File: src/rtl/swcfg_pkg.sv
package swcfg_pkg;

    localparam int ADDR_W  = 3;
    localparam int DATA_W  = 4;
    localparam int FRAME_W = 1 + ADDR_W + DATA_W;
    localparam int NUM_WR  = 5;
    localparam int ECHO_BIT = 1;
    localparam int HOOK_BIT = 3;

    typedef logic [ADDR_W-1:0] addr_t;
    typedef logic [DATA_W-1:0] nib_t;

    typedef struct packed {
        logic  rd;
        addr_t addr;
        nib_t  data;
    } frame_t;

    typedef struct packed {
        nib_t       ctrl;
        nib_t       lsp_a;
        nib_t       lsp_b;
        nib_t       thr;
        logic [2:0] div;
    } sw_image_t;

    typedef enum logic [1:0] {SQ_IDLE, SQ_WRITE, SQ_POLL} seq_state_e;
    typedef enum logic [1:0] {SH_IDLE, SH_BITS, SH_GAP} sh_state_e;

    localparam addr_t A_CTRL  = 3'd0;
    localparam addr_t A_LSP_A = 3'd1;
    localparam addr_t A_LSP_B = 3'd2;
    localparam addr_t A_THR   = 3'd3;
    localparam addr_t A_STAT  = 3'd4;
    localparam addr_t A_DIV   = 3'd5;

    // Write frame for slot idx of a sequence (slots map to addresses 0,1,2,3,5)
    function automatic frame_t wr_frame(input logic [2:0] idx, input sw_image_t sw,
                                        input logic hook_bit);
        frame_t f;
        f.rd = 1'b0;
        case (idx)
            3'd0: begin f.addr = A_CTRL;  f.data = {hook_bit, sw.ctrl[2:0]}; end
            3'd1: begin f.addr = A_LSP_A; f.data = sw.lsp_a; end
            3'd2: begin f.addr = A_LSP_B; f.data = sw.lsp_b & ~(nib_t'(1) << ECHO_BIT); end
            3'd3: begin f.addr = A_THR;   f.data = sw.thr; end
            default: begin f.addr = A_DIV; f.data = {1'b0, sw.div}; end
        endcase
        return f;
    endfunction

    function automatic frame_t rd_frame(input addr_t a);
        frame_t f;
        f.rd   = 1'b1;
        f.addr = a;
        f.data = '0;
        return f;
    endfunction

endpackage

File: src/rtl/swcfg_edge_filter.sv
module swcfg_edge_filter #(
    parameter int DEB_CYCLES = 16
) (
    input  logic clk,
    input  logic rst,
    input  logic raw,
    output logic level,
    output logic toggled
);
    localparam int DW = $clog2(DEB_CYCLES + 1);

    logic [1:0]    sync;
    logic [DW-1:0] cnt;

    always_ff @(posedge clk) begin
        if (rst) begin
            sync    <= '0;
            cnt     <= '0;
            level   <= 1'b0;
            toggled <= 1'b0;
        end else begin
            sync    <= {sync[0], raw};
            toggled <= 1'b0;
            if (sync[1] != level) begin
                if (cnt == DW'(DEB_CYCLES - 1)) begin
                    level   <= sync[1];
                    toggled <= 1'b1;
                    cnt     <= '0;
                end else begin
                    cnt <= cnt + 1'b1;
                end
            end else begin
                cnt <= '0;
            end
        end
    end
endmodule

File: src/rtl/swcfg_frame_shifter.sv
module swcfg_frame_shifter
    import swcfg_pkg::*;
#(
    parameter int HALF_DIV = 2,
    parameter int CS_GAP   = 4
) (
    input  logic   clk,
    input  logic   rst,
    input  logic   start,
    input  frame_t frame,
    input  logic   ser_dout,
    output logic   busy,
    output logic   ser_cs_n,
    output logic   ser_clk,
    output logic   ser_din,
    output nib_t   rdata
);
    localparam int MAXC  = (HALF_DIV > CS_GAP) ? HALF_DIV : CS_GAP;
    localparam int CNT_W = $clog2(MAXC + 1);
    localparam int BIT_W = $clog2(FRAME_W);

    sh_state_e          st;
    logic [FRAME_W-1:0] sreg;
    logic [BIT_W-1:0]   bitn;
    logic [CNT_W-1:0]   cnt;
    logic               is_rd;

    always_ff @(posedge clk) begin
        if (rst) begin
            st       <= SH_IDLE;
            sreg     <= '0;
            bitn     <= '0;
            cnt      <= '0;
            is_rd    <= 1'b0;
            ser_cs_n <= 1'b1;
            ser_clk  <= 1'b0;
            rdata    <= '0;
        end else begin
            case (st)
                SH_IDLE: begin
                    if (start) begin
                        sreg     <= frame;
                        is_rd    <= frame.rd;
                        bitn     <= '0;
                        cnt      <= '0;
                        ser_cs_n <= 1'b0;
                        st       <= SH_BITS;
                    end
                end
                SH_BITS: begin
                    if (cnt == CNT_W'(HALF_DIV - 1)) begin
                        cnt <= '0;
                        if (!ser_clk) begin
                            ser_clk <= 1'b1;
                            if (is_rd && bitn >= BIT_W'(1 + ADDR_W))
                                rdata <= {rdata[DATA_W-2:0], ser_dout};
                        end else begin
                            ser_clk <= 1'b0;
                            if (bitn == BIT_W'(FRAME_W - 1)) begin
                                ser_cs_n <= 1'b1;
                                st       <= SH_GAP;
                            end else begin
                                bitn <= bitn + 1'b1;
                                sreg <= {sreg[FRAME_W-2:0], 1'b0};
                            end
                        end
                    end else begin
                        cnt <= cnt + 1'b1;
                    end
                end
                SH_GAP: begin
                    if (cnt == CNT_W'(CS_GAP - 1)) begin
                        cnt <= '0;
                        st  <= SH_IDLE;
                    end else begin
                        cnt <= cnt + 1'b1;
                    end
                end
                default: st <= SH_IDLE;
            endcase
        end
    end

    assign busy    = (st != SH_IDLE);
    assign ser_din = (st == SH_BITS) & sreg[FRAME_W-1];
endmodule

File: src/rtl/swcfg_sequencer.sv
module swcfg_sequencer
    import swcfg_pkg::*;
(
    input  logic      clk,
    input  logic      rst,
    input  logic      btn_evt,
    input  logic      hook_evt,
    input  logic      hook_lvl,
    input  logic      rd_mode,
    input  sw_image_t sw,
    input  logic      busy,
    input  nib_t      rdata,
    output logic      start,
    output frame_t    frame,
    output nib_t      led_status,
    output logic      led_echo
);
    seq_state_e st;
    logic [2:0] idx;
    logic       pend_man, pend_auto, ofh_q;
    addr_t      poll_addr;
    logic       ready, ofh_auto;

    assign ready    = !busy && !start;
    assign ofh_auto = ~(hook_lvl ^ sw.ctrl[HOOK_BIT]);

    always_ff @(posedge clk) begin
        if (rst) begin
            st         <= SQ_IDLE;
            idx        <= '0;
            pend_man   <= 1'b0;
            pend_auto  <= 1'b0;
            ofh_q      <= 1'b0;
            poll_addr  <= A_STAT;
            start      <= 1'b0;
            frame      <= '0;
            led_status <= '0;
            led_echo   <= 1'b0;
        end else begin
            start <= 1'b0;
            case (st)
                SQ_IDLE: begin
                    if (ready) begin
                        if (pend_auto) begin
                            pend_auto <= 1'b0;
                            ofh_q     <= ofh_auto;
                            idx       <= '0;
                            frame     <= wr_frame(3'd0, sw, ofh_auto);
                            start     <= 1'b1;
                            st        <= SQ_WRITE;
                        end else if (pend_man) begin
                            pend_man <= 1'b0;
                            ofh_q    <= sw.ctrl[HOOK_BIT];
                            idx      <= '0;
                            frame    <= wr_frame(3'd0, sw, sw.ctrl[HOOK_BIT]);
                            start    <= 1'b1;
                            st       <= SQ_WRITE;
                        end else if (rd_mode) begin
                            frame <= rd_frame(poll_addr);
                            start <= 1'b1;
                            st    <= SQ_POLL;
                        end
                    end
                end
                SQ_WRITE: begin
                    if (ready) begin
                        if (idx == 3'(NUM_WR - 1)) begin
                            st <= SQ_IDLE;
                        end else begin
                            idx   <= idx + 1'b1;
                            frame <= wr_frame(idx + 1'b1, sw, ofh_q);
                            start <= 1'b1;
                        end
                    end
                end
                SQ_POLL: begin
                    if (ready) begin
                        if (poll_addr == A_STAT) begin
                            led_status <= rdata;
                            poll_addr  <= A_LSP_B;
                        end else begin
                            led_echo  <= rdata[ECHO_BIT];
                            poll_addr <= A_STAT;
                        end
                        st <= SQ_IDLE;
                    end
                end
                default: st <= SQ_IDLE;
            endcase
            if (btn_evt)  pend_man  <= 1'b1;
            if (hook_evt) pend_auto <= 1'b1;
        end
    end
endmodule

File: src/rtl/swcfg_serial_ctl.sv
module swcfg_serial_ctl
    import swcfg_pkg::*;
#(
    parameter int HALF_DIV   = 2,
    parameter int CS_GAP     = 4,
    parameter int DEB_CYCLES = 16
) (
    input  logic       clk,
    input  logic       rst,
    input  logic [3:0] sw_ctrl,
    input  logic [3:0] sw_lsp_a,
    input  logic [3:0] sw_lsp_b,
    input  logic [3:0] sw_thr,
    input  logic [2:0] sw_div,
    input  logic       btn_write,
    input  logic       hook_in,
    input  logic       rd_mode,
    input  logic       ser_dout,
    output logic       ser_cs_n,
    output logic       ser_clk,
    output logic       ser_din,
    output logic [3:0] led_status,
    output logic       led_echo
);
    localparam int NUM_IN = 2;  // index 0: button, index 1: hook

    logic [NUM_IN-1:0] raw_in, lvl, tog;
    assign raw_in = {hook_in, btn_write};

    for (genvar g = 0; g < NUM_IN; g++) begin : g_filt
        swcfg_edge_filter #(.DEB_CYCLES(DEB_CYCLES)) u_filt (
            .clk(clk), .rst(rst), .raw(raw_in[g]),
            .level(lvl[g]), .toggled(tog[g])
        );
    end

    logic      btn_evt, hook_evt, start, busy;
    sw_image_t sw;
    frame_t    frame;
    nib_t      rdata;

    assign btn_evt  = tog[0] & lvl[0];
    assign hook_evt = tog[1];
    assign sw       = '{ctrl: sw_ctrl, lsp_a: sw_lsp_a, lsp_b: sw_lsp_b,
                        thr: sw_thr, div: sw_div};

    swcfg_sequencer u_seq (
        .clk(clk), .rst(rst), .btn_evt(btn_evt), .hook_evt(hook_evt),
        .hook_lvl(lvl[1]), .rd_mode(rd_mode), .sw(sw), .busy(busy),
        .rdata(rdata), .start(start), .frame(frame),
        .led_status(led_status), .led_echo(led_echo)
    );

    swcfg_frame_shifter #(.HALF_DIV(HALF_DIV), .CS_GAP(CS_GAP)) u_shift (
        .clk(clk), .rst(rst), .start(start), .frame(frame), .ser_dout(ser_dout),
        .busy(busy), .ser_cs_n(ser_cs_n), .ser_clk(ser_clk), .ser_din(ser_din),
        .rdata(rdata)
    );
endmodule

File: config.mk
export PLATFORM = sky130hd
export DESIGN_NAME = swcfg_serial_ctl
export DESIGN_NICKNAME = d
export VERILOG_FILES = /design/src/rtl/swcfg_pkg.sv /design/src/rtl/swcfg_edge_filter.sv /design/src/rtl/swcfg_frame_shifter.sv /design/src/rtl/swcfg_sequencer.sv /design/src/rtl/swcfg_serial_ctl.sv
export SDC_FILE = /design/constraint.sdc
export NUM_CORES = 1
export LEC_CHECK = 0
export ABC_AREA = 1
export BUFFER_PORTS_ARGS = -buffer_cell sky130_fd_sc_hd__clkbuf_2
export CAP_MARGIN = 0
export CORE_ASPECT_RATIO = 0.75
export CORE_MARGIN = 2
export CORE_UTILIZATION = 50
export CTS_CLUSTER_SIZE = 25
export DETAILED_ROUTE_END_ITERATION = 8
export GPL_TIMING_DRIVEN = 0
export PLACE_DENSITY_LB_ADDON = 0.1
export SLEW_MARGIN = 40
export SYNTH_ARGS = -nofsm -noshare
export SYNTH_HDL_FRONTEND = slang
export SYNTH_SLANG_ARGS = --single-unit
File: constraint.sdc
create_clock -name clk -period 3.5 [get_ports clk]
set_clock_uncertainty 0.2 [all_clocks]
set_input_delay 0.175 -clock clk [delete_from_list [all_inputs] [get_ports clk]]
set_output_delay 0.175 -clock clk [all_outputs]
set_load 0.01 [all_outputs]
== Word level (Yosys, flattened, before mapping) ==
Index checks and enable logic that the tools add are counted.
Cells by class
  shift-type cells: 0
  bitwise gates (word level): 8
  multiply operators: 0
  divide/modulo/power cells: 0
  add/sub/neg operators: 5
  magnitude comparators: 1
  multiplexer cells: 66
  equal/unequal tests: 30
  reductions and logical operators: 38
Operator list (count)
  8-bit two-way mux: 10
  3-bit two-way mux: 12
  8-bit one-hot mux with 2 select lines: 2
  5-bit AND reduction: 6
  7-bit one-hot mux with 4 select lines: 1
  2-bit two-way mux: 12
  1-bit two-way mux: 22
  2-bit by 1-bit inequality test with 1-bit output (second input constant): 8
  2-bit nonzero test: 8
  2-bit AND reduction: 7
  2-bit one-hot mux with 3 select lines: 2
  3-bit one-hot mux with 2 select lines: 2
  3-bit AND reduction: 4
  5-bit by 1-bit adder with 5-bit output (second input constant): 2
  5-bit by 4-bit equality test with 1-bit output (second input constant): 2
  3-bit by 1-bit adder with 3-bit output (second input constant): 3
  3-bit by 2-bit equality test with 1-bit output (second input constant): 3
  3-bit equality test (second input constant): 3
  3-bit one-hot mux with 3 select lines: 1
  2-bit inequality test (second input constant): 4
  3-bit by 1-bit equality test with 1-bit output (second input constant): 2
  3-bit OR reduction: 2
  1-bit NOT: 5
  2-bit by 1-bit equality test with 1-bit output (second input constant): 2
  other kinds (15): 23
Word-level totals
  register bits after elaboration: 66
  memories kept: 0
  bits of input ports: 25
  memory bits (read-only): 0
  output and inout port bits: 8
  latch bits: 0
  bits in writable memories: 0

== Depth between registers and ports, before layout ==
Gate-level depths: netlist (run 1).
  depth after elaboration: 6
  gate-level depth with buffers: 13
  depth with buffers taken out: 12

== Hierarchy ==
A second synthesis (run 1) with hierarchy kept.
Second synthesis, totals
  cell total of the unflattened synthesis: 474
  area, all modules: 3464.6 um^2
By module, submodules not included
  swcfg_frame_shifter: area each 1387.6 um^2, cells an instance 194, instances 1
  swcfg_sequencer: area each 1386.3 um^2, cells an instance 196, instances 1
  swcfg_edge_filter: area each 341.6 um^2, cells an instance 41, instances 2
  swcfg_serial_ctl: area each 7.5 um^2, cells an instance 2, instances 1

== Worst setup path after synthesis (run 1) ==
No wires, ideal clock.
  path type: flip-flop to flip-flop
  start point: register u_shift.st[0]
  end point: register u_seq.idx[2]
  clock period less this slack: 1.756 ns
  cell stages (with the launch flop): 12
  data arrival time: 1.440 ns
  required time: 3.184 ns
  path slack: 1.744 ns
  cells stage by stage: dfxtp_1 inv_1 ha_1 inv_2 nor2_4 inv_2 nand2_1 nand2_2 nor2_8 nand2_2 a21oi_1 nor2_1
Between the ends
  word-level cells in the longest chain between the ends: 5
  elaborated cells between the ends (all ways): 6
Ends and longest elaborated chain
  start: declaration: line swcfg_frame_shifter.sv:22  | sh_state_e st;
  start signal: assignment: line swcfg_frame_shifter.sv:30  | st <= SH_IDLE;
  start signal: assignment: line swcfg_frame_shifter.sv:47  | st <= SH_BITS;
  start signal: assignment: line swcfg_frame_shifter.sv:61  | st <= SH_GAP;
  2-bit nonzero test *: line swcfg_frame_shifter.sv:84  | assign busy = (st != SH_IDLE);
  1-bit zero test *: line swcfg_sequencer.sv:24  | assign ready = !busy && !start;
  1-bit logical AND *: line swcfg_sequencer.sv:24
  2-bit by 1-bit inequality test with 1-bit output (no line)
  5-bit AND reduction (no line) *
  end signal: assignment: line swcfg_sequencer.sv:70  | idx <= idx + 1'b1;
  end: declaration: line swcfg_sequencer.sv:19  | logic [2:0] idx;
Every way passes the cells marked *; elsewhere a longest branch is shown, timed or not.
A chain may end at the register's enable or synchronous reset.

== Final worst setup path (run 1) ==
  start point: register u_shift.st[1]
  end point: register u_shift.rdata[1]
Between the ends
  word-level cells in the longest chain between the ends: 2
Ends and longest elaborated chain
  2-bit by 1-bit equality test with 1-bit output: line swcfg_frame_shifter.sv:39  | case (st)
  4-bit AND reduction (no line)
  end signal: assignment: line swcfg_frame_shifter.sv:56  | rdata <= {rdata[DATA_W-2:0], ser_dout};
  end: declaration: line swcfg_frame_shifter.sv:16  | output nib_t rdata
No other way between the ends.

==> results of run 1 <==
-- layout by cell type (no fill, tap or decap), types with 4 or more instances in the layout --
cell type and n:
nand2_1 81, nor2_1 79, dfxtp_1 65, inv_1 56, o21ai_0 37, clkbuf_2 31
a21oi_1 27, nand3_1 22, ha_1 20, clkbuf_8 14, inv_2 10, dlygate4sd3_1 8
nand2_2 5, clkbuf_1 5, or2_2 4, nand4_1 4
-- cells by family after synthesis --
logic type | after synthesis | share of synthesized area
flops | 65 | 0.404
xor+xnor | 3 | 0.00815
fa+ha+maj | 20 | 0.0776
simple gates | 211 | 0.295
buf+inv | 76 | 0.0943
compound gates | 74 | 0.121
-- layer usage --
layer	vias up	wire length (um)	track usage	share of wire
met3	11	291	0.0599	0.043
met4	0	111	0.0736	0.016
met5	-	0	0	0
met1	1251	3500	0.279	0.51
met2	60	2930	0.333	0.43
li1	1522	-	-	-
-- timing repair --
| item | 4_1_cts | 5_1_grt |
|---|---|---|
| hold buffers | 8 | 0 |
| hold endpoints to repair | 8 | 0 |
| setup buffers | 0 | 0 |
-- registers in the layout, summed over array words and instances, names as in the netlist, 3 cells and up --
name and count:
u_shift.sreg 8, u_seq.frame 8, g_filt.u_filt.cnt 10, u_seq.led_status 4, u_shift.bitn 3, u_seq.idx 3
u_shift.rdata 4, g_filt.u_filt.sync 4, u_shift.cnt 3
-- path summary, 6_finish.rpt --
| check | start | to | slack (ps) |
|---|---|---|---|
| hold reg to reg | g_filt[1].u_filt.sync[0]$_SDFF_PP0_ | g_filt[1].u_filt.sync[1]$_SDFF_PP0_ | 210 |
| setup / recovery | u_shift.st[1]$_SDFFE_PP0P_ | u_shift.rdata[1]$_SDFFE_PP0P_ | 1420 |
| hold / removal | sw_thr[3] | u_seq.frame[3]$_SDFFE_PP0P_ | 60 |
| setup reg to reg | u_shift.st[1]$_SDFFE_PP0P_ | u_shift.rdata[1]$_SDFFE_PP0P_ | 1420 |
-- worst max-delay path, stage by stage, from the launching register on --
cell and delay (ps):
dfxtp_1 340, inv_1 110, ha_1 340, inv_2 70, nor2_1 170, nand3_1 160, nor3_2 280, inv_1 140
nor2_1 110, nor2_1 60
-- power by group --
group / leakage [nW] / total [mW] / switching [mW] / internal (mW)
sequential: 0.529 / 0.939 / 0.0713 / 0.868
combinational: 1.06 / 0.723 / 0.460 / 0.263
clock: 0.101 / 0.622 / 0.272 / 0.350
-- per-stage QoR --
step                      total power [mW]  instances  utilization
after detailed placement              1.67        561        0.556
after global routing                  2.47        584        0.601
after floorplan                       1.49        449            -
final                                 2.28        584        0.601
after CTS                             2.31        584        0.601
after global placement                1.65        561        0.556
-- final cells by class --
type / count / area [um^2] / area share
tap: 81 / 101 / 0.0270
buffer: 10 / 56.3 / 0.0150
timing repair buffer: 39 / 235 / 0.0626
clock inverter: 1 / 7.51 / 0.00200
multi-input combinational: 308 / 1620 / 0.430
clock buffer: 14 / 193 / 0.0512
inverter: 66 / 248 / 0.0659
sequential: 65 / 1300 / 0.346
==> results.sh, run 1 <==
export IMPL_post_drt_wl_per_cell_um=11.7
export IMPL_finalCritPeriodShare=0.594
export IMPL_ys_seq_area_frac=0.404
export IMPL_h_tree_depth=3
export IMPL_post_cts_resized=0
export IMPL_yosysTopAreaCell="dfxtp_1"
export IMPL_globalplace_congestion=0.864
export IMPL_p_leak_nw=1.69
export IMPL_syn_nets=494
export IMPL_syn_inst=449
export IMPL_placed_cell_area_mm2=0.00348
export IMPL_dieArea_mm2=0.00711
export IMPL_dpl_hpwl_mm=5.08
export IMPL_synthToLayoutAreaGrowth_pct=16.7
export IMPL_synthFlopType="dfxtp_1"
export IMPL_yosysMostFrequentCell="nand2_1"
export IMPL_tritoncts="done"
export IMPL_post_route_drc_count=0
export IMPL_slew_violations=0
export IMPL_drive_gt1_frac=0.161
export IMPL_n_fill_cell=617
export IMPL_arrival_ps=2100
export IMPL_cts_sink_count=65
export IMPL_wirelength_mm=6.83
export IMPL_cts_buffer_depth=2
export IMPL_fin_nets=544
export IMPL_die_width_um=96.7
export IMPL_p_per_area_mw_per_mm2=607
export IMPL_max_freq_mhz=481
export IMPL_yosysUniqueCellTypes=34
export IMPL_final_cell_area_mm2=0.00376
export IMPL_grt_remaining_overflow=0
export IMPL_synth_top_cell_area_share=0.404
export IMPL_initial_core_util=0.515
export IMPL_worstPathMaxFanout=7
export IMPL_ys_ff_latch=65
export IMPL_cts_buffers=9
export IMPL_synth_area_leaders="dfxtp_1 (40%), nand2_1 (9.4%), nor2_1 (9.2%), ha_1 (7.8%), inv_1 (6.5%)"
export IMPL_crit_type="flop to flop"
export IMPL_ir_worst_vdd_mv=0.318
export IMPL_hold_path_cell_count=5
export IMPL_diodes=0
export IMPL_setup_viol=0
export IMPL_syn_area_per_cell_um2=7.18
export IMPL_portBuffers=31
export IMPL_required_ps=3520
export IMPL_grt_pass1_vias=2535
export IMPL_post_drt_via_cell_ratio=4.87
export IMPL_grt_usage=0.210
export IMPL_die_y_um=73.5
export IMPL_clkLatencyLatePin_ps=340
export IMPL_hold_viol=0
export IMPL_yosysWarnings=0
export IMPL_synthArstFlopShare=0
export IMPL_r2r_cells=9
export IMPL_status="finished, final reports clean"
export IMPL_core_mm2=0.00626
export IMPL_min_period_ps=2080
export IMPL_drt_first_pass_iters=7
export IMPL_io_pins=33
export IMPL_grt_max_degree=11
export IMPL_synth_area_mm2=0.00322
export IMPL_synth_edf_count=0
export IMPL_cap_viol_max_count=0
export IMPL_fin_setup_tns_ps=0
export IMPL_initialDrtViolationCount=170
export IMPL_hold_slack_ps=60.0
export IMPL_vias=2844
export IMPL_rows=25
export IMPL_ant_nets=0
export IMPL_maxSlewHeadroom=0.620
export IMPL_start_kind="flop"
export IMPL_end_kind="flop"
export IMPL_cts_root_buffer="clkbuf_8"
export IMPL_setup_slack_ps=1420
export IMPL_pre_cts_slack_ps=1460
export IMPL_holdCritPathClass="input pin to flop"
export IMPL_tightest_slew_ps=570
export IMPL_grt_pass1_wl_mm=11.8
export IMPL_rsz0062_at_grt="no"
export IMPL_antenna_found_initial=0
export IMPL_path_clk_slew_ps=60
export IMPL_synth_common_cells="nand2_1 (81), nor2_1 (79), dfxtp_1 (65), inv_1 (56), o21ai_0 (37)"
Power figures use the tool's default switching activity.
==> run 2, diff against run 1 <==
==> constraint.sdc (replaced) <==
create_clock -name clk -period 2.07 [get_ports clk]
set_clock_uncertainty 0.2 [all_clocks]
set_input_delay 0.1035 -clock clk [delete_from_list [all_inputs] [get_ports clk]]
set_output_delay 0.1035 -clock clk [all_outputs]
set_load 0.01 [all_outputs]
==> results.sh, run 2 (synthesis results as in run 1) <==
export IMPL_cts_sink_count=65
export IMPL_fin_nets=547
export IMPL_max_stage_delay_ps=340
export IMPL_holdCritPathClass="input pin to flop"
export IMPL_initialDrtViolationCount=150
export IMPL_cap_viol_max_count=0
export IMPL_gr_usage_met3=0.0599
export IMPL_status="finished, final reports clean"
export IMPL_post_route_drc_count=0
export IMPL_fin_setup_tns_ps=0
export IMPL_rows=25
export IMPL_io_pins=33
export IMPL_diodes=0
export IMPL_final_cell_mix="nand2_1 (80), nor2_1 (78), dfxtp_1 (64), inv_1 (54), o21ai_0 (36)"
export IMPL_slew_violations=0
export IMPL_clkPwrFrac=0.266
export IMPL_clkLatencyLatePin_ps=330
export IMPL_top_register="g_filt.u_filt.cnt"
export IMPL_multi_input_area_mm2=0.00166
export IMPL_end_kind="flop"
export IMPL_dieArea_mm2=0.00711
export IMPL_drt_first_pass_iters=6
export IMPL_cpMostUsedCell="inv_2"
export IMPL_min_period_ps=1930
export IMPL_cp_num_cells=11
export IMPL_core_mm2=0.00626
export IMPL_crit_type="flop to flop"
export IMPL_portBuffers=31
export IMPL_top_regs="g_filt.u_filt.cnt (10), u_seq.frame (8), u_shift.sreg (8)"
export IMPL_maxSlewHeadroom=0.613
export IMPL_utilization=0.611
export IMPL_grt_pass1_wl_mm=11.8
export IMPL_largest_reg_flops=10
export IMPL_dpl_hpwl_mm=5.08
export IMPL_placed_cell_area_mm2=0.00348
export IMPL_grtUsageMet1=0.279
export IMPL_arrival_ps=1950
export IMPL_rsz0062_at_grt="no"
export IMPL_p_leak_nw=1.72
export IMPL_grt_remaining_overflow=0
export IMPL_start_kind="flop"
export IMPL_ant_nets=0
export IMPL_finalCritPeriodShare=0.932
export IMPL_tritoncts="done"
export IMPL_synthToLayoutAreaGrowth_pct=18.6
export IMPL_post_drt_wl_per_cell_um=11.8
export IMPL_ir_worst_vdd_mv=0.553
export IMPL_hold_path_cell_count=7
export IMPL_cts_buffer_depth=2
export IMPL_internal_power_mw=2.55
export IMPL_globalplace_congestion=0.864
export IMPL_antenna_found_initial=0
export IMPL_switching_power_mw=1.40
export IMPL_wirelength_mm=6.94
export IMPL_final_cell_area_mm2=0.00382
export IMPL_drive_gt1_frac=0.176
export IMPL_tightest_slew_ps=581
export IMPL_post_drt_via_cell_ratio=4.90
export IMPL_setup_viol=0
export IMPL_cts_buffers=9
export IMPL_met2_usage=0.333
export IMPL_vias=2876
export IMPL_register_area_mm2=0.00130
export IMPL_crit_buf_inv=3
export IMPL_p_comb_frac=0.331
export IMPL_p_sw_frac=0.355
export IMPL_path_cells="inv_2, ha_1, inv_2, nor2_4, nand3_4, nand2_2, inv_2, nor2_8, nand2_2, o21ai_1, nor2_1"
export IMPL_p_seq_frac=0.403
export IMPL_r2r_cells=11
export IMPL_n_fill_cell=606
export IMPL_grt_usage=0.210
export IMPL_max_freq_mhz=518
export IMPL_required_ps=2090
export IMPL_hold_viol=0
export IMPL_worstPathMaxFanout=7
export IMPL_h_tree_depth=3
export IMPL_p_per_area_mw_per_mm2=1030
export IMPL_path_clk_slew_ps=70
export IMPL_critPathTopFamily="simple AND/OR/NAND/NOR gates"
export IMPL_grt_pass1_vias=2535
export IMPL_initial_core_util=0.515
export IMPL_critical_path_slowest_cell="dfxtp_1"
export IMPL_final_common_cell="nand2_1"
export IMPL_die_y_um=73.5
export IMPL_grt_busiest_layer="met2"
export IMPL_die_width_um=96.7
export IMPL_cts_root_buffer="clkbuf_8"
export IMPL_grt_max_degree=11
==> run 2: changes by cell type in the layout (fill, tap and decap cells not counted), sizes merged <==
cell and delta:
buf +1, dlygate4sd3 +1, nor2 +1
==> run 2: stage by stage <==
stage,setup WS (ps),hold slack [ps],std cells,total power [mW]
6_report,140,19.7,587,3.95
5_1_grt,0.300,44.1,587,4.26
4_1_cts,22.1,7.69,585,3.91
3_5_place_dp,31.7,98.5,561,2.83
3_3_place_gp,78.3,96.8,561,2.80
2_1_floorplan,314,-18.0,449,2.52
==> run 2: cell type report <==
cell class	instances	share of cell area
well taps	81	0.0265
inverters	66	0.0648
plain buffers	10	0.0147
multi-input cells	309	0.435
repair buffers	41	0.0661
flip-flops and latches	65	0.341
clock inverters	1	0.00196
clock buffers	14	0.0504
==> run 2: metal layers <==
layer  vias up  share of wire  wire, um
li1       1531              -         -
met1      1289           0.51      3500
met2        47           0.44      3080
met3         9          0.036       250
met4         0          0.014       100
met5         -              0         0
==> run 2: path summary, 6_finish.rpt <==
kind                                        from                             endpoint  slack (ps)
max                   u_shift.st[0]$_SDFFE_PP0P_            u_seq.idx[0]$_SDFFE_PP0P_         140
min                                   sw_ctrl[0]          u_seq.frame[0]$_SDFFE_PP0P_          20
max reg2reg           u_shift.st[0]$_SDFFE_PP0P_            u_seq.idx[0]$_SDFFE_PP0P_         140
min reg2reg  g_filt[1].u_filt.sync[0]$_SDFF_PP0_  g_filt[1].u_filt.sync[1]$_SDFF_PP0_         210
==> run 2: repair_timing <==
| item | CTS | global route |
|---|---|---|
| resized for setup | 0 | 11 |
| endpoints found under the hold margin | 9 | 0 |
| hold buffers | 9 | 0 |
| setup endpoints to repair | 0 | 23 |
| setup buffers | 0 | 1 |
==> run 2: tightest hold or removal path, stage by stage <==
cell and delay, ps:
clkbuf_2 90, inv_1 30, nor2_1 90, nor2_1 50, nand3_1 70, nand2_1 40
inv_1 40
==> run 2: power groups by stage <==
stage          Sequential, mW  Clock [mW]  Combinational, mW
3_3_place_gp             1.61           0               1.19
2_1_floorplan            1.61           0              0.913
5_1_grt                  1.62        1.14               1.49
3_5_place_dp             1.61           0               1.21
4_1_cts                  1.59        1.09               1.23
6_report                 1.59        1.05               1.31
==> run 3, diff against run 2 <==
--- a/config.mk
+++ b/config.mk
@@ -8,9 +8,11 @@
 export ABC_AREA = 1
 export BUFFER_PORTS_ARGS = -buffer_cell sky130_fd_sc_hd__clkbuf_2
 export CAP_MARGIN = 0
+export CELL_PAD_IN_SITES_DETAIL_PLACEMENT = 2
+export CELL_PAD_IN_SITES_GLOBAL_PLACEMENT = 2
 export CORE_ASPECT_RATIO = 0.75
 export CORE_MARGIN = 2
-export CORE_UTILIZATION = 50
+export CORE_UTILIZATION = 33
 export CTS_CLUSTER_SIZE = 25
 export DETAILED_ROUTE_END_ITERATION = 8
 export GPL_TIMING_DRIVEN = 0
==> results.sh, run 3 (synthesis results as in run 1) <==
export IMPL_status="finished, final reports clean"
export IMPL_vias=3064
export IMPL_rrSetupSlack_ps=60
export IMPL_clkLatencyLatePin_ps=330
export IMPL_fin_setup_tns_ps=0
export IMPL_post_drt_wl_per_cell_um=15.9
export IMPL_core_mm2=0.00958
export IMPL_initialDrtViolationCount=54
export IMPL_die_width_um=118
export IMPL_globalplace_congestion=0.750
export IMPL_final_cell_area_mm2=0.00405
export IMPL_cpMostUsedCell="nor2_1"
export IMPL_fin_nets=548
export IMPL_final_common_cell="nand2_1"
export IMPL_max_freq_mhz=498
export IMPL_post_drt_via_cell_ratio=4.79
export IMPL_top_register="g_filt.u_filt.cnt"
export IMPL_initial_core_util=0.336
export IMPL_cts_root_buffer="clkbuf_16"
export IMPL_h_tree_depth=3
export IMPL_cts_sink_count=65
export IMPL_placed_cell_area_mm2=0.00354
export IMPL_p_per_area_mw_per_mm2=1160
export IMPL_maxSlewHeadroom=0.586
export IMPL_cap_viol_max_count=0
export IMPL_portBuffers=31
export IMPL_grt_pass1_wl_mm=16.2
export IMPL_grt_usage=0.198
export IMPL_drt_first_pass_iters=4
export IMPL_ant_nets=0
export IMPL_tightest_slew_ps=621
export IMPL_cts_buffer_depth=2
export IMPL_dp_cells=612
export IMPL_end_kind="flop"
export IMPL_crit_type="flop to flop"
export IMPL_drive_gt1_frac=0.195
export IMPL_register_area_mm2=0.00131
export IMPL_die_y_um=89.6
export IMPL_dpl_hpwl_mm=6.93
export IMPL_start_kind="flop"
export IMPL_post_route_drc_count=0
export IMPL_p_leak_nw=1.80
export IMPL_grt_pass1_vias=3260
export IMPL_critical_path_slowest_cell="dfxtp_2"
export IMPL_max_stage_delay_ps=350
export IMPL_p_total_mw=4.72
export IMPL_cts_buffers=9
export IMPL_ir_worst_vdd_mv=0.542
export IMPL_finalCritPeriodShare=0.970
export IMPL_hold_viol=0
export IMPL_top_regs="g_filt.u_filt.cnt (10), u_seq.frame (8), u_shift.sreg (8)"
export IMPL_multi_input_area_mm2=0.00171
export IMPL_rows=31
export IMPL_diodes=0
export IMPL_hold_slack_ps=15.5
export IMPL_worstPathMaxFanout=10
export IMPL_holdCritPathClass="input pin to flop"
export IMPL_antenna_found_initial=0
export IMPL_wirelength_mm=10.2
export IMPL_min_period_ps=2010
export IMPL_arrival_ps=2030
export IMPL_path_clk_slew_ps=50
export IMPL_path_cells="inv_2, ha_2, inv_2, nor2_4, nand3_2, nand2_4, nand3_4, nor2_1, nand2_1, nor2_1, nor2_1"
export IMPL_grt_max_degree=11
export IMPL_synthToLayoutAreaGrowth_pct=25.8
export IMPL_grt_remaining_overflow=0
export IMPL_n_fill_cell=1152
export IMPL_setup_viol=0
export IMPL_tritoncts="done"
export IMPL_slew_violations=0
export IMPL_final_cell_mix="nand2_1 (80), nor2_1 (76), dfxtp_1 (61), inv_1 (54), clkbuf_2 (32)"
export IMPL_io_pins=33
export IMPL_largest_reg_flops=10
export IMPL_fin_cells=639
export IMPL_dieArea_mm2=0.0106
export IMPL_required_ps=2090
## run 3: stage by stage
stage          utilization  setup slack, ps
6_report             0.423             61.8
5_1_grt              0.423            -49.2
4_1_cts              0.416             30.9
3_5_place_dp         0.370             -145
3_3_place_gp         0.370            -63.3
2_1_floorplan            -              314
## run 3: repair_timing
item | in CTS | in global routing
gates resized for setup | 11 | 21
setup endpoints to repair | 26 | 24
pin swaps | 3 | 2
endpoints found under the hold margin | 8 | 0
setup buffers | 3 | 0
gates cloned | 0 | 1
hold buffers | 8 | 0
## run 3: final timing paths
kind                                                          start                                   to  cells after the start
worst max-delay path                     u_shift.st[1]$_SDFFE_PP0P_          u_seq.frame[1]$_SDFFE_PP0P_                     11
worst min register to register  g_filt[1].u_filt.sync[0]$_SDFF_PP0_  g_filt[1].u_filt.sync[1]$_SDFF_PP0_                      2
worst min-delay path                                     sw_ctrl[3]             u_seq.ofh_q$_SDFFE_PP0P_                      5
worst max register to register           u_shift.st[1]$_SDFFE_PP0P_          u_seq.frame[1]$_SDFFE_PP0P_                     11
## run 3: layout make-up
| cell class | count | share of cell area |
|---|---|---|
| clock inverter | 3 | 0.0160 |
| inverter | 66 | 0.0611 |
| sequential | 65 | 0.322 |
| buffer | 10 | 0.0148 |
| multi-input combinational | 309 | 0.421 |
| tap | 132 | 0.0407 |
| clock buffer | 12 | 0.0608 |
| timing repair buffer | 42 | 0.0636 |
## run 3: where the power goes
part	total [mW]	leakage (nW)	internal [mW]	switching, mW
combinational	1.48	1.12	0.515	0.961
clock	1.63	0.153	1.08	0.551
sequential	1.61	0.531	1.47	0.143
## run 3: worst max-delay path, delay by kind of cell, from the launching register on
kind          cells  cell delay, ps
simple gates      8             980
fa+ha+maj         1             200
buf+inv           2             160
flops             1             350
## run 3: layer usage
metal	vias to the layer above	global-route usage	routed length [um]	part of all wire
met5	-	0	0	0
met4	0	0.0548	101	0.0099
met3	9	0.0417	229	0.023
met2	26	0.362	5150	0.51
met1	1499	0.241	4680	0.46
li1	1530	-	-	-
